===== src/rtl/tt_walker.sv =====
module tt_walker (
  input  logic        clk,
  input  logic        rst_n,
  input  logic        miss_i,
  input  logic [31:0] va_i,
  input  logic [31:0] ttb_i,
  output logic        mem_req_o,
  output logic [31:0] mem_addr_o,
  input  logic        mem_ack_i,
  input  logic [31:0] mem_rdata_i,
  output logic        done_o,
  output logic        fault_o,
  output logic [1:0]  fault_code_o,
  output logic [31:0] fill_base_o,
  output logic [1:0]  fill_size_o,
  output logic [3:0]  fill_domain_o,
  output logic [7:0]  fill_ap_o,
  output logic        fill_c_o,
  output logic        fill_b_o
);

  typedef enum logic [1:0] {S_IDLE, S_FIRST, S_SECOND} state_t;

  state_t      st;
  logic [31:0] va_q;
  logic [17:0] base_q;
  logic [21:0] l2_tab_q;
  logic [3:0]  dom_q;

  assign mem_req_o  = (st != S_IDLE);
  assign mem_addr_o = (st == S_SECOND) ? {l2_tab_q, va_q[19:12], 2'b00}
                                       : {base_q, va_q[31:20], 2'b00};

  always_ff @(posedge clk) begin
    if (!rst_n) begin
      st            <= S_IDLE;
      va_q          <= '0;
      base_q        <= '0;
      l2_tab_q      <= '0;
      dom_q         <= '0;
      done_o        <= 1'b0;
      fault_o       <= 1'b0;
      fault_code_o  <= 2'b00;
      fill_base_o   <= '0;
      fill_size_o   <= 2'b00;
      fill_domain_o <= '0;
      fill_ap_o     <= '0;
      fill_c_o      <= 1'b0;
      fill_b_o      <= 1'b0;
    end else begin
      done_o  <= 1'b0;
      fault_o <= 1'b0;
      case (st)
        S_IDLE: if (miss_i) begin
          va_q   <= va_i;
          base_q <= ttb_i[31:14];
          st     <= S_FIRST;
        end
        S_FIRST: if (mem_ack_i) begin
          dom_q         <= mem_rdata_i[8:5];
          fill_domain_o <= mem_rdata_i[8:5];
          case (mem_rdata_i[1:0])
            2'b01: begin
              l2_tab_q <= mem_rdata_i[31:10];
              st       <= S_SECOND;
            end
            2'b10: begin
              done_o       <= 1'b1;
              fault_code_o <= 2'b00;
              fill_base_o  <= {mem_rdata_i[31:20], 20'h0};
              fill_size_o  <= 2'b00;
              fill_ap_o    <= {4{mem_rdata_i[11:10]}};
              fill_c_o     <= mem_rdata_i[3];
              fill_b_o     <= mem_rdata_i[2];
              st           <= S_IDLE;
            end
            default: begin
              done_o       <= 1'b1;
              fault_o      <= 1'b1;
              fault_code_o <= 2'b01;
              st           <= S_IDLE;
            end
          endcase
        end
        S_SECOND: if (mem_ack_i) begin
          done_o        <= 1'b1;
          fill_domain_o <= dom_q;
          st            <= S_IDLE;
          case (mem_rdata_i[1:0])
            2'b01: begin
              fault_code_o <= 2'b00;
              fill_base_o  <= {mem_rdata_i[31:16], 16'h0};
              fill_size_o  <= 2'b01;
              fill_ap_o    <= mem_rdata_i[11:4];
              fill_c_o     <= mem_rdata_i[3];
              fill_b_o     <= mem_rdata_i[2];
            end
            2'b10: begin
              fault_code_o <= 2'b00;
              fill_base_o  <= {mem_rdata_i[31:12], 12'h0};
              fill_size_o  <= 2'b10;
              fill_ap_o    <= mem_rdata_i[11:4];
              fill_c_o     <= mem_rdata_i[3];
              fill_b_o     <= mem_rdata_i[2];
            end
            default: begin
              fault_o      <= 1'b1;
              fault_code_o <= 2'b10;
            end
          endcase
        end
        default: st <= S_IDLE;
      endcase
    end
  end

  AST_REQ_HELD: assert property (@(posedge clk) disable iff (!rst_n)
    (mem_req_o && !mem_ack_i) |=> (mem_req_o && $stable(mem_addr_o)));
  AST_DONE_PULSE: assert property (@(posedge clk) disable iff (!rst_n)
    done_o |=> !done_o);
  AST_NO_REQ_AT_DONE: assert property (@(posedge clk) disable iff (!rst_n)
    done_o |-> !mem_req_o);
  AST_FAULT_IN_DONE: assert property (@(posedge clk) disable iff (!rst_n)
    fault_o |-> (done_o && fault_code_o != 2'b00));
  AST_START_ON_MISS: assert property (@(posedge clk) disable iff (!rst_n)
    (!mem_req_o && !miss_i) |=> !mem_req_o);
  AST_ADDR_ALIGNED: assert property (@(posedge clk) disable iff (!rst_n)
    mem_req_o |-> (mem_addr_o[1:0] == 2'b00));

endmodule


===== config.mk =====
export PLATFORM = sky130hd
export DESIGN_NAME = tt_walker
export DESIGN_NICKNAME = d
export VERILOG_FILES = /design/src/rtl/tt_walker.sv
export SDC_FILE = /design/constraint.sdc
export NUM_CORES = 1
export LEC_CHECK = 0
export BUFFER_PORTS_ARGS = -buffer_cell sky130_fd_sc_hd__buf_2
export CORE_MARGIN = 8
export CORE_UTILIZATION = 30
export DETAILED_ROUTE_END_ITERATION = 16
export RECOVER_POWER = 100
export SYNTH_ARGS = -nofsm -noshare
export SYNTH_HDL_FRONTEND = slang
export SYNTH_SLANG_ARGS = --single-unit

===== constraint.sdc =====
create_clock -name clk -period 2.2 [get_ports clk]
set_input_delay 0.22 -clock clk [delete_from_list [all_inputs] [get_ports clk]]
set_output_delay 0.22 -clock clk [all_outputs]
set_load 0.01 [all_outputs]

==> out/results.txt <==
After synthesis, the share of cell area in mux cells is 14.4%. Yosys mapped the design onto 35 distinct sky130hd cell types. Counting instances, the worst hold path has a depth of 3. Cell type with the largest total area after synthesis: sky130_fd_sc_hd__dfxtp_1. The depth of the most critical reg-to-reg path was 6.

TritonCTS built the clock tree. The overall die width is 140 um, and the count of standard-cell rows is 45. The number of design rule violations left after detail routing was 0; the share of the synthesized area in the top cell type was 46.2%.

Overall power consumption after layout is estimated at 4.31 mW. The critical path starts at st[0]. The number of antenna diodes in the final layout is 0.

The H-tree was split into 3 levels. Setup repair after global routing left no endpoint under its margin. After synthesis the netlist holds a flip-flop and latch count of 106. Static timing analysis puts the maximum clock frequency at 490 MHz.

The detailed-route vias per instance was 4.65; the combined global-route utilization of all metal layers was 13.6%. CTS saw 106 sinks. The parity-gate share of the synthesized area counting xor and xnor cells works out to 0%. Wire length of the first global-routing pass: 21400 um. The commonest cells after synthesis are 164 x sky130_fd_sc_hd__nand2_1, 106 x sky130_fd_sc_hd__dfxtp_1, 73 x sky130_fd_sc_hd__a21oi_1. The logs give 0 for the count of endpoints failing setup in the final report and 0.000357 V for the peak supply drop.

Entering global routing, the biggest net connects 35 pins. The simple-gate portion of the synthesized area is 17.5%, and the number of global-route vias before repair is 4126. The run gives 0 as the number of hold-slack violations in the final timing report. The clock-pin transition on the worst setup and hold timing paths is 0.07 ns, and the die outline height is 140 um. The count of pins over their slew limit was 0. The worst hold path belongs to the class in -> reg. The start-to-end type of the worst setup path was reg -> out.

Post-detailed-route count of antenna-violating nets: 0. Summed over all nets, the half-perimeter wirelength after detailed placement is 9900 um. In this run the critical register-to-register path is launched from st[1]. Clock tree synthesis selected as its root buffer the cell sky130_fd_sc_hd__clkbuf_16.

The logs give 4590 sq um for the area of the mapped netlist and 4040 for the routed via count. The mean instance size in the synthesized netlist is 8.49 sq um. The synthesized netlist devotes 12.9% of its cell area to compound gates.

The die covers 19500 sq um. Routability-driven placement finished with a final weighted congestion of 0.768. The power per cell area is 748 nW/um^2, and the core area is 15100 sq um. The DRC violation total after the first TritonRoute iteration is 190.

The most used flip-flop cell after synthesis is sky130_fd_sc_hd__dfxtp_1. The count of input and output buffers is 144, and the reg-to-reg setup timing slack is 0.24 ns. The fraction of registers with async set or reset after synthesis came out at 0%.

The kind of start point of the critical path is a flip-flop. The effective utilization at floorplan came out at 30.4%. The run gives 185 as the total I/O pin count. For the pin with the worst max-slew slack, the measured transition is 0.883 ns.

In this run the worst path has a maximum fanout of 14. The share of cells above drive strength 1 came out at 22.2%. The final layout contains 785 nets. The synthesized netlist devotes 2.18% of its cell area to adder and majority cells. The most critical setup path has its endpoint at mem_addr_o[24]. The run gives 0 as the number of setup buffers added after CTS. The run finished with clean final reports.

The logs give 1.82 ns for the data arrival time of the worst path and 2.26 nW for the standby leakage power. For the hold-fix buffer count after cts, the log shows 0. Per-cell routed wire length: 15.4 um.

The final critical-path share of the clock period is 92.9%. In the post-synthesis netlist, the biggest area contributors are sky130_fd_sc_hd__dfxtp_1 46%, sky130_fd_sc_hd__nand2_1 13%, sky130_fd_sc_hd__a21oi_1 8.0%. The count of flip-flops with a built-in enable after synthesis is 0. The number of antenna violations at the first check in global routing is 1, and the count of warnings emitted by yosys is 0.

The clock reaches the later pin of the worst-skew pair after 0.35 ns. The total wirelength of the detailed-routed design is 13400 um, and the layout overhead on the synthesized area is 25.4%. Adding up every negative setup slack in the final design gives 0 ns. The tools report the gate count of the mapped netlist as 541.

No sink is reached through more buffers than the 2 on the longest clock path. On the final layout, the worst clock skew is 0.00763 ns. The cell with the most instances after synthesis is sky130_fd_sc_hd__nand2_1. Summed over all layers, the global routing overflow is 0. Sequential element share of the synthesized area: 46.2%.

Critical register-to-register path endpoint: fill_base_o[26]. STA classifies the critical path endpoint as a primary output. Max-cap violations in this run came to 0. Post-CTS repair changed the size of 0 cells.

The run gives 41.1% as the worst relative slew slack. The pre-antenna-repair detailed-routing pass consisted of 4 iterations. For the data required time of the critical path, the log shows 1.98 ns.

After synthesis, the largest family of logic cells by area is simple AND/OR/NAND/NOR gates. The worst path in the final design needs a cycle of 2.04 ns, including I/O delays and setup. TritonCTS created 9 clock buffers.
-- placed cells by master, fill, tap and decap left out, types with 2 or more instances in the layout --
cell type	instances
sky130_fd_sc_hd__a211oi_1	10
sky130_fd_sc_hd__a21oi_1	73
sky130_fd_sc_hd__a31oi_1	7
sky130_fd_sc_hd__and2_0	2
sky130_fd_sc_hd__and3_1	2
sky130_fd_sc_hd__buf_12	5
sky130_fd_sc_hd__buf_2	75
sky130_fd_sc_hd__buf_4	12
sky130_fd_sc_hd__clkbuf_1	63
sky130_fd_sc_hd__clkbuf_16	9
sky130_fd_sc_hd__clkbuf_2	8
sky130_fd_sc_hd__clkinv_2	2
sky130_fd_sc_hd__clkinvlp_4	2
sky130_fd_sc_hd__conb_1	14
sky130_fd_sc_hd__dfxtp_1	106
sky130_fd_sc_hd__ha_1	6
sky130_fd_sc_hd__ha_2	2
sky130_fd_sc_hd__inv_1	7
sky130_fd_sc_hd__mux2_2	30
sky130_fd_sc_hd__mux2i_1	31
sky130_fd_sc_hd__nand2_1	164
sky130_fd_sc_hd__nand2b_1	2
sky130_fd_sc_hd__nand3_1	11
sky130_fd_sc_hd__nand4_1	4
sky130_fd_sc_hd__nor2_1	6
sky130_fd_sc_hd__nor2b_1	2
sky130_fd_sc_hd__o21a_1	2
sky130_fd_sc_hd__o21ai_0	5
sky130_fd_sc_hd__o31ai_1	4
-- worst min-delay path by stage --
stage / start / endpoint
after CTS: ttb_i[14] / base_q[0]
after detailed placement: fill_base_o[29] / fill_base_o[29]
after floorplan: ttb_i[14] / base_q[0]
after global placement: base_q[0] / base_q[0]
after global routing: ttb_i[26] / base_q[12]
final: ttb_i[14] / base_q[0]
-- power breakdown --
| group | internal (mW) | leakage, nW | total [mW] | switching (mW) |
|---|---|---|---|---|
| combinational | 0.256 | 1.26 | 0.630 | 0.374 |
| sequential | 2.01 | 0.863 | 2.06 | 0.0453 |
| clock | 0.903 | 0.140 | 1.62 | 0.714 |
-- worst max-delay path, stage by stage (launching register included) --
cell and delay, ns:
sky130_fd_sc_hd__dfxtp_1 0.32, sky130_fd_sc_hd__inv_1 0.13, sky130_fd_sc_hd__ha_2 0.22, sky130_fd_sc_hd__clkbuf_4 0.28
sky130_fd_sc_hd__mux2_2 0.38, sky130_fd_sc_hd__clkbuf_1 0.13
-- routing by layer --
metal,vias up,global-route usage (%),wire length [um]
li1,2065,-,-
met1,1855,16.4,6240
met2,105,22.4,6130
met3,13,5.57,933
met4,2,2.57,97
met5,-,0,10
-- metrics by stage --
stage               hold slack [ns]  cell area, sq um  utilization (%)  setup WS [ns]  cells
finish                        0.104              5760             38.2          0.157    869
global route                 0.0970              5760             38.2         0.0435    869
CTS                          0.0870              5830             38.6         0.0422    869
detailed placement            0.445              5540             36.7         0.0585    854
global placement              0.441              5540             36.7          0.128    854
floorplan                     0.356              4640                -          0.499    554
-- cell type report --
type / count / area, sq um
clock buffers: 10 / 239
well taps: 188 / 235
clock inverters: 5 / 55.1
repair buffers: 165 / 861
fillers: 1622 / 9330
inverters: 8 / 30.0
multi-input cells: 387 / 2210
flip-flops and latches: 106 / 2120
-- cells by family (layout without fill, tap and decap cells) --
| family | after synthesis | count (layout) |
|---|---|---|
| AOI/OAI and AO/OA | 105 | 105 |
| buffers and inverters | 61 | 188 |
| other | 1 | 14 |
| and+or+nand+nor | 198 | 198 |
| muxes | 62 | 62 |
| adders and majority gates | 8 | 8 |
| DFF | 106 | 106 |
-- flip-flops by register name, summed over array words and instances (netlist names) --
register / count
fill_base_o: 20
base_q: 18
l2_tab_q: 22
done_o: 1
fill_ap_o: 8
fill_b_o: 1
fill_size_o: 2
va_q: 20
fault_o: 1
fill_c_o: 1
fill_domain_o: 4
fault_code_o: 2
st: 2
dom_q: 4
Power figures use the tool's default switching activity.
